**config.mk**
```make
export PLATFORM = sky130hd
export DESIGN_NAME = mdio_mgmt_master
export DESIGN_NICKNAME = d
export VERILOG_FILES = /design/src/rtl/mdio_mgmt_pkg.sv /design/src/rtl/mdio_mdc_gen.sv /design/src/rtl/mdio_frame_engine.sv /design/src/rtl/mdio_regs.sv /design/src/rtl/mdio_mgmt_master.sv
export SDC_FILE = /design/constraint.sdc
export NUM_CORES = 1
export LEC_CHECK = 0
export CORE_ASPECT_RATIO = 1.25
export CORE_MARGIN = 2
export CORE_UTILIZATION = 50
export DETAILED_ROUTE_END_ITERATION = 8
export PLACE_DENSITY = 0.82
export RECOVER_POWER = 50
export SLEW_MARGIN = 20
export SYNTH_ARGS = -nofsm -noshare
export SYNTH_HDL_FRONTEND = slang
export SYNTH_SLANG_ARGS = --single-unit
```
**constraint.sdc**
```tcl
create_clock -name clk -period 2.5 [get_ports clk]
set_input_delay 0.5 -clock clk [delete_from_list [all_inputs] [get_ports clk]]
set_output_delay 0.5 -clock clk [all_outputs]
set_load 0.1 [all_outputs]
```
**src/rtl/mdio_mgmt_pkg.sv**
```systemverilog
package mdio_mgmt_pkg;
  localparam int PHY_AW   = 5;
  localparam int REG_NW   = 5;
  localparam int DATA_W   = 16;
  localparam int PRE_LEN  = 32;
  localparam int FRAME_LEN = PRE_LEN + 2 + 2 + PHY_AW + REG_NW + 2 + DATA_W;
  localparam int RD_DRIVE_LEN = FRAME_LEN - DATA_W - 2;

  localparam int CTRL_BUSY_BIT = 0;
  localparam int CTRL_EN_BIT   = 3;

  localparam logic [11:0] OFS_CMD   = 12'h7E4;
  localparam logic [11:0] OFS_WDATA = 12'h7E8;
  localparam logic [11:0] OFS_RDATA = 12'h7EC;
  localparam logic [11:0] OFS_CTRL  = 12'h7F0;

  typedef struct packed {
    logic              rd;
    logic [PHY_AW-1:0] phy;
    logic [REG_NW-1:0] regn;
  } mdio_cmd_t;

  localparam int CMD_W = $bits(mdio_cmd_t);

  function automatic logic [FRAME_LEN-1:0] build_frame(mdio_cmd_t c, logic [DATA_W-1:0] d);
    logic [1:0] opc;
    logic [1:0] ta;
    logic [DATA_W-1:0] dd;
    opc = c.rd ? 2'b10 : 2'b01;
    ta  = c.rd ? 2'b11 : 2'b10;
    dd  = c.rd ? {DATA_W{1'b1}} : d;
    return {{PRE_LEN{1'b1}}, 2'b01, opc, c.phy, c.regn, ta, dd};
  endfunction
endpackage

```
**src/rtl/mdio_mdc_gen.sv**
```systemverilog
module mdio_mdc_gen #(
  parameter int CLK_DIV = 40
) (
  input  logic clk,
  input  logic rst,
  input  logic run,
  output logic mdc,
  output logic rise_stb,
  output logic fall_stb
);
  localparam int HALF = CLK_DIV / 2;
  localparam int CW   = (HALF > 1) ? $clog2(HALF) : 1;

  logic edge_now;

  generate
    if (HALF > 1) begin : g_cnt
      logic [CW-1:0] cnt;
      always_ff @(posedge clk) begin
        if (rst || !run)                 cnt <= '0;
        else if (cnt == CW'(HALF - 1))   cnt <= '0;
        else                             cnt <= cnt + 1'b1;
      end
      assign edge_now = run && (cnt == CW'(HALF - 1));
    end else begin : g_fast
      assign edge_now = run;
    end
  endgenerate

  always_ff @(posedge clk) begin
    if (rst || !run)   mdc <= 1'b0;
    else if (edge_now) mdc <= ~mdc;
  end

  assign rise_stb = edge_now && !mdc;
  assign fall_stb = edge_now && mdc;
endmodule

```
**src/rtl/mdio_frame_engine.sv**
```systemverilog
module mdio_frame_engine
  import mdio_mgmt_pkg::*;
(
  input  logic              clk,
  input  logic              rst,
  input  logic              start,
  input  mdio_cmd_t         cmd,
  input  logic [DATA_W-1:0] wr_word,
  input  logic              rise_stb,
  input  logic              fall_stb,
  input  logic              mdio_in,
  output logic              busy,
  output logic              mdio_out,
  output logic              mdio_oe,
  output logic [DATA_W-1:0] rd_word
);
  localparam int IW = $clog2(FRAME_LEN);
  localparam logic [IW-1:0] LAST_BIT   = IW'(FRAME_LEN - 1);
  localparam logic [IW-1:0] DATA_FIRST = IW'(FRAME_LEN - DATA_W);
  localparam logic [IW-1:0] LAST_DRIVE = IW'(RD_DRIVE_LEN - 1);

  logic [FRAME_LEN-1:0] next_frame;
  logic [FRAME_LEN-2:0] shreg;
  logic [IW-1:0]        bit_idx;
  logic                 is_rd;
  logic [DATA_W-1:0]    rd_sh;

  assign next_frame = build_frame(cmd, wr_word);

  always_ff @(posedge clk) begin
    if (rst) begin
      busy     <= 1'b0;
      mdio_out <= 1'b1;
      mdio_oe  <= 1'b0;
      shreg    <= '1;
      bit_idx  <= '0;
      is_rd    <= 1'b0;
      rd_sh    <= '0;
      rd_word  <= '0;
    end else if (!busy) begin
      if (start) begin
        busy     <= 1'b1;
        mdio_out <= next_frame[FRAME_LEN-1];
        shreg    <= next_frame[FRAME_LEN-2:0];
        mdio_oe  <= 1'b1;
        bit_idx  <= '0;
        is_rd    <= cmd.rd;
      end
    end else begin
      if (rise_stb && is_rd && bit_idx >= DATA_FIRST)
        rd_sh <= {rd_sh[DATA_W-2:0], mdio_in};
      if (fall_stb) begin
        if (bit_idx == LAST_BIT) begin
          busy     <= 1'b0;
          mdio_oe  <= 1'b0;
          mdio_out <= 1'b1;
          if (is_rd) rd_word <= rd_sh;
        end else begin
          bit_idx  <= bit_idx + 1'b1;
          mdio_out <= shreg[FRAME_LEN-2];
          shreg    <= {shreg[FRAME_LEN-3:0], 1'b1};
          if (is_rd && bit_idx == LAST_DRIVE) mdio_oe <= 1'b0;
        end
      end
    end
  end
endmodule

```
**src/rtl/mdio_regs.sv**
```systemverilog
module mdio_regs
  import mdio_mgmt_pkg::*;
#(
  parameter int BUS_AW = 12,
  parameter int BUS_DW = 32
) (
  input  logic              clk,
  input  logic              rst,
  input  logic              bus_req,
  input  logic              bus_we,
  input  logic [BUS_AW-1:0] bus_addr,
  input  logic [BUS_DW-1:0] bus_wdata,
  output logic [BUS_DW-1:0] bus_rdata,
  input  logic              busy,
  input  logic [DATA_W-1:0] rd_word,
  output mdio_cmd_t         cmd,
  output logic [DATA_W-1:0] wr_word,
  output logic              start
);
  localparam logic [BUS_AW-1:0] A_CMD   = BUS_AW'(OFS_CMD);
  localparam logic [BUS_AW-1:0] A_WDATA = BUS_AW'(OFS_WDATA);
  localparam logic [BUS_AW-1:0] A_RDATA = BUS_AW'(OFS_RDATA);
  localparam logic [BUS_AW-1:0] A_CTRL  = BUS_AW'(OFS_CTRL);

  logic en_q;
  logic wr_ctrl;
  logic [BUS_DW-1:0] rd_mux;

  assign wr_ctrl = bus_req && bus_we && (bus_addr == A_CTRL);
  assign start   = wr_ctrl && bus_wdata[CTRL_EN_BIT] && bus_wdata[CTRL_BUSY_BIT];

  always_ff @(posedge clk) begin
    if (rst) begin
      cmd     <= '0;
      wr_word <= '0;
      en_q    <= 1'b0;
    end else if (bus_req && bus_we) begin
      if (bus_addr == A_CMD)   cmd     <= mdio_cmd_t'(bus_wdata[CMD_W-1:0]);
      if (bus_addr == A_WDATA) wr_word <= bus_wdata[DATA_W-1:0];
      if (wr_ctrl)             en_q    <= bus_wdata[CTRL_EN_BIT];
    end
  end

  always_comb begin
    rd_mux = '0;
    if (bus_addr == A_CMD)   rd_mux[CMD_W-1:0]  = cmd;
    if (bus_addr == A_WDATA) rd_mux[DATA_W-1:0] = wr_word;
    if (bus_addr == A_RDATA) rd_mux[DATA_W-1:0] = rd_word;
    if (bus_addr == A_CTRL) begin
      rd_mux[CTRL_EN_BIT]   = en_q;
      rd_mux[CTRL_BUSY_BIT] = busy;
    end
  end

  always_ff @(posedge clk) begin
    if (rst)                    bus_rdata <= '0;
    else if (bus_req && !bus_we) bus_rdata <= rd_mux;
  end
endmodule

```
**src/rtl/mdio_mgmt_master.sv**
```systemverilog
module mdio_mgmt_master
  import mdio_mgmt_pkg::*;
#(
  parameter int CLK_DIV = 40,
  parameter int BUS_AW  = 12,
  parameter int BUS_DW  = 32
) (
  input  logic              clk,
  input  logic              rst,
  input  logic              bus_req,
  input  logic              bus_we,
  input  logic [BUS_AW-1:0] bus_addr,
  input  logic [BUS_DW-1:0] bus_wdata,
  output logic [BUS_DW-1:0] bus_rdata,
  output logic              mdc,
  output logic              mdio_out,
  output logic              mdio_oe,
  input  logic              mdio_in
);
  mdio_cmd_t         cmd;
  logic [DATA_W-1:0] wr_word;
  logic [DATA_W-1:0] rd_word;
  logic              start;
  logic              eng_busy;
  logic              rise_stb;
  logic              fall_stb;

  mdio_regs #(.BUS_AW(BUS_AW), .BUS_DW(BUS_DW)) u_regs (
    .clk(clk), .rst(rst),
    .bus_req(bus_req), .bus_we(bus_we), .bus_addr(bus_addr),
    .bus_wdata(bus_wdata), .bus_rdata(bus_rdata),
    .busy(eng_busy), .rd_word(rd_word),
    .cmd(cmd), .wr_word(wr_word), .start(start)
  );

  mdio_mdc_gen #(.CLK_DIV(CLK_DIV)) u_mdc (
    .clk(clk), .rst(rst), .run(eng_busy),
    .mdc(mdc), .rise_stb(rise_stb), .fall_stb(fall_stb)
  );

  mdio_frame_engine u_eng (
    .clk(clk), .rst(rst), .start(start), .cmd(cmd), .wr_word(wr_word),
    .rise_stb(rise_stb), .fall_stb(fall_stb), .mdio_in(mdio_in),
    .busy(eng_busy), .mdio_out(mdio_out), .mdio_oe(mdio_oe), .rd_word(rd_word)
  );
endmodule

```
==> impl_metrics.env <==
export IMPL_nets=823
export IMPL_drt_vias_per_instance=6.079
export IMPL_fin_setup_tns_ns=0
export IMPL_cts_tree="done"
export IMPL_worstHoldPathCells=1
export IMPL_die_h_um=132
export IMPL_clkSinkCount=155
export IMPL_synthTopCellsByArea="dfxtp_1, o21ai_0, a21oi_1, clkbuf_1, mux2i_1"
export IMPL_antenna_diode_count=0
export IMPL_end_kind="register"
export IMPL_dieArea_um2=14040
export IMPL_worst_path_max_fanout=5
export IMPL_timing_rr_end="u_eng.rd_word[2]"
export IMPL_grt_pass1_wl_mm=26.65
export IMPL_antenna_found_initial=0
export IMPL_path_clk_slew_ns=0.06
export IMPL_grt_total_usage_pct=23.55
export IMPL_ys_types=52
export IMPL_via_count=5781
export IMPL_min_path_type="reg2reg"
export IMPL_io_buffers=51
export IMPL_cp_start_kind="primary input"
export IMPL_hold_end="u_mdc.g_cnt.cnt[0]"
export IMPL_drc=0
export IMPL_grt_overflow_total=0
export IMPL_cts_resized=0
export IMPL_max_cap_viol_count=0
export IMPL_finalPower_mw=5.318
export IMPL_p_leak_nw=2.830
export IMPL_drtPass1Iterations=8
export IMPL_final_max_slew_viol_count=0
export IMPL_wl_mm=16.40
export IMPL_netlist_area_um2=6554
export IMPL_hold_buffers=0
export IMPL_syn_instance_count=733
export IMPL_dp_hpwl_mm=10.89
export IMPL_power_density_nw_per_um2=686.8
export IMPL_slew_headroom_pct=7.537
export IMPL_min_period_ns=2.426
export IMPL_syn2layout_area_growth_pct=18.16
export IMPL_worst_pin_slew_ns=1.387
export IMPL_gp_congestion=0.8517
export IMPL_synth_edf_count=0
export IMPL_grt_max_degree=67
export IMPL_async_reset_ff_share_pct=0
export IMPL_finClkSkew_ns=0.007104
export IMPL_ys_flop_type="dfxtp_1"
export IMPL_ys_top_cells_by_count="dfxtp_1, o21ai_0, a21oi_1"
export IMPL_setup_viol=0
export IMPL_layout_drive_gt1_share_pct=11.37
export IMPL_reg2reg_depth=6
export IMPL_fin_crit_sh_pct=97.02
export IMPL_clock_latency_ns=0.43
export IMPL_max_freq_mhz=412.3
export IMPL_synth_top_area_share_pct=47.35
export IMPL_hold_path_startpoint="u_mdc.g_cnt.cnt[0]"
export IMPL_regToRegSetupSlack_ns=0.27
export IMPL_syn_avg_cell_area_um2=8.941
export IMPL_rsz0062_at_grt="false"
export IMPL_ys_warn_count=0
export IMPL_max_vdd_ir_drop_mv=0.3959
export IMPL_clock_path_buffers=2
export IMPL_drt_initial_drc_count=417
export IMPL_synth_seq_cells=155
export IMPL_io_pins=84
export IMPL_die_w_um=106.4
export IMPL_rows=46
export IMPL_start_util_pct=51.52
export IMPL_drt_wirelength_per_cell_um=17.24
export IMPL_synth_seq_area_share_pct=47.35
export IMPL_yosys_area_top_type="dfxtp_1"
export IMPL_critPathArrivalTime_ns=2.78
export IMPL_grt_pass1_vias=5379
export IMPL_yosysMostFrequentCell="dfxtp_1"
export IMPL_cp_required_ns=2.85
export IMPL_numCtsBuffers=17
export IMPL_cts_htree_levels=4
export IMPL_timing_rr_start="u_mdc.g_cnt.cnt[0]"
export IMPL_cts_setup_buffers=0
export IMPL_core_area_um2=12720
export IMPL_status="completed"
export IMPL_cts_root_buffer="clkbuf_16"
export IMPL_finalHoldViolCount=0
export IMPL_ant_nets=0
export IMPL_crit_type="in2reg"
final cells by class:
class                      instances  area, um^2
clock buffer                      21       470.5
clock inverter                    10       116.4
fill                            1062        4976
inverter                           6       22.52
multi-input combinational        501        3093
sequential                       155        3103
tap                              168       210.2
timing repair buffer              90       728.2
flip-flops by register name (all words and copies together), names as in the netlist:
register          count
u_eng.mdio_out        1
u_eng.shreg          63
u_regs.en_q           1
u_mdc.g_cnt.cnt       5
u_eng.busy            1
u_regs.wr_word       16
u_regs.bus_rdata     16
u_eng.mdio_oe         1
u_regs.cmd           11
u_eng.bit_idx         6
u_eng.rd_word        16
u_eng.is_rd           1
u_mdc.mdc             1
u_eng.rd_sh          16
kinds of logic after synthesis:
family | synth area share (%)
XOR/XNOR | 0.6683
other | 0.05722
flip-flops | 47.35
AO/OA/AOI/OAI | 24.91
multiplexers | 5.097
buffers and inverters | 6.396
adder cells (fa/ha/maj) | 0.5728
AND/OR/NAND/NOR | 14.95
report_power, final:
part	internal [mW]	switching [mW]	total (mW)
Clock	1.54	0.991	2.53
Combinational	0.0829	0.229	0.312
Sequential	2.47	0.00142	2.47
per-stage QoR:
stage	hold slack, ns	cells	area (um^2)	util, %	setup slack (ns)
global placement	0.4280	920	7267	57.13	-0.2803
floorplan	0.4176	748	6610	-	0.03756
CTS	0.4498	951	7854	61.75	0.08512
finish	0.4467	951	7744	60.88	0.07444
detailed placement	0.4429	920	7267	57.13	-0.3517
global route	0.4662	951	7744	60.88	0.02267
worst max-delay path, cell delays in order:
cell             delay [ns]
clkdlybuf4s50_1        0.49
or4b_4                 0.49
or4_4                  0.53
or4b_4                 0.57
o21ai_1                0.19
how the worst max path moves through the flow:
stage                start              endpoint  slack, ns  cells past startpoint
2_1_floorplan    u_mdc.mdc      u_eng.bit_idx[2]       0.04                      7
3_5_place_dp   bus_addr[9]  u_regs.bus_rdata[12]      -0.35                      5
5_1_grt        bus_addr[9]       u_eng.shreg[19]       0.02                      7
3_3_place_gp   bus_addr[9]  u_regs.bus_rdata[11]      -0.28                      5
4_1_cts        bus_addr[9]  u_regs.bus_rdata[12]       0.09                      5
6_report       bus_addr[9]  u_regs.bus_rdata[12]       0.07                      5
cells in the final DEF (no fill, tap or decap), drive strengths merged, types with 3 or more instances in the layout:
cell type and n:
a211o 16, a211oi 27, a21o 13, a21oi 67, a221o 10, a22o 9, a32o 15, and2 5
buf 32, clkbuf 48, clkdlybuf4s50 31, clkinv 5, conb 16, dfxtp 155, ha 3, inv 7
mux2 11, mux2i 21, nand2 39, nand3 40, nand4 31, nor2 51, nor2b 4, nor3 3
nor4 3, o21ai 82, o31ai 3, or4 4, xor2 3
layer usage:
metal | part of all wire (%) | wire [um] | GRT usage [%] | vias to the layer above
met1 | 42 | 6822 | 29.88 | 2788
met5 | 0 | 0 | 0 | -
met3 | 5.6 | 911 | 4.894 | 36
met4 | 3.0 | 489 | 10.89 | 0
li1 | - | - | - | 2738
met2 | 50 | 8174 | 38.25 | 219
No activity file was read; power rests on OpenSTA's default activity.
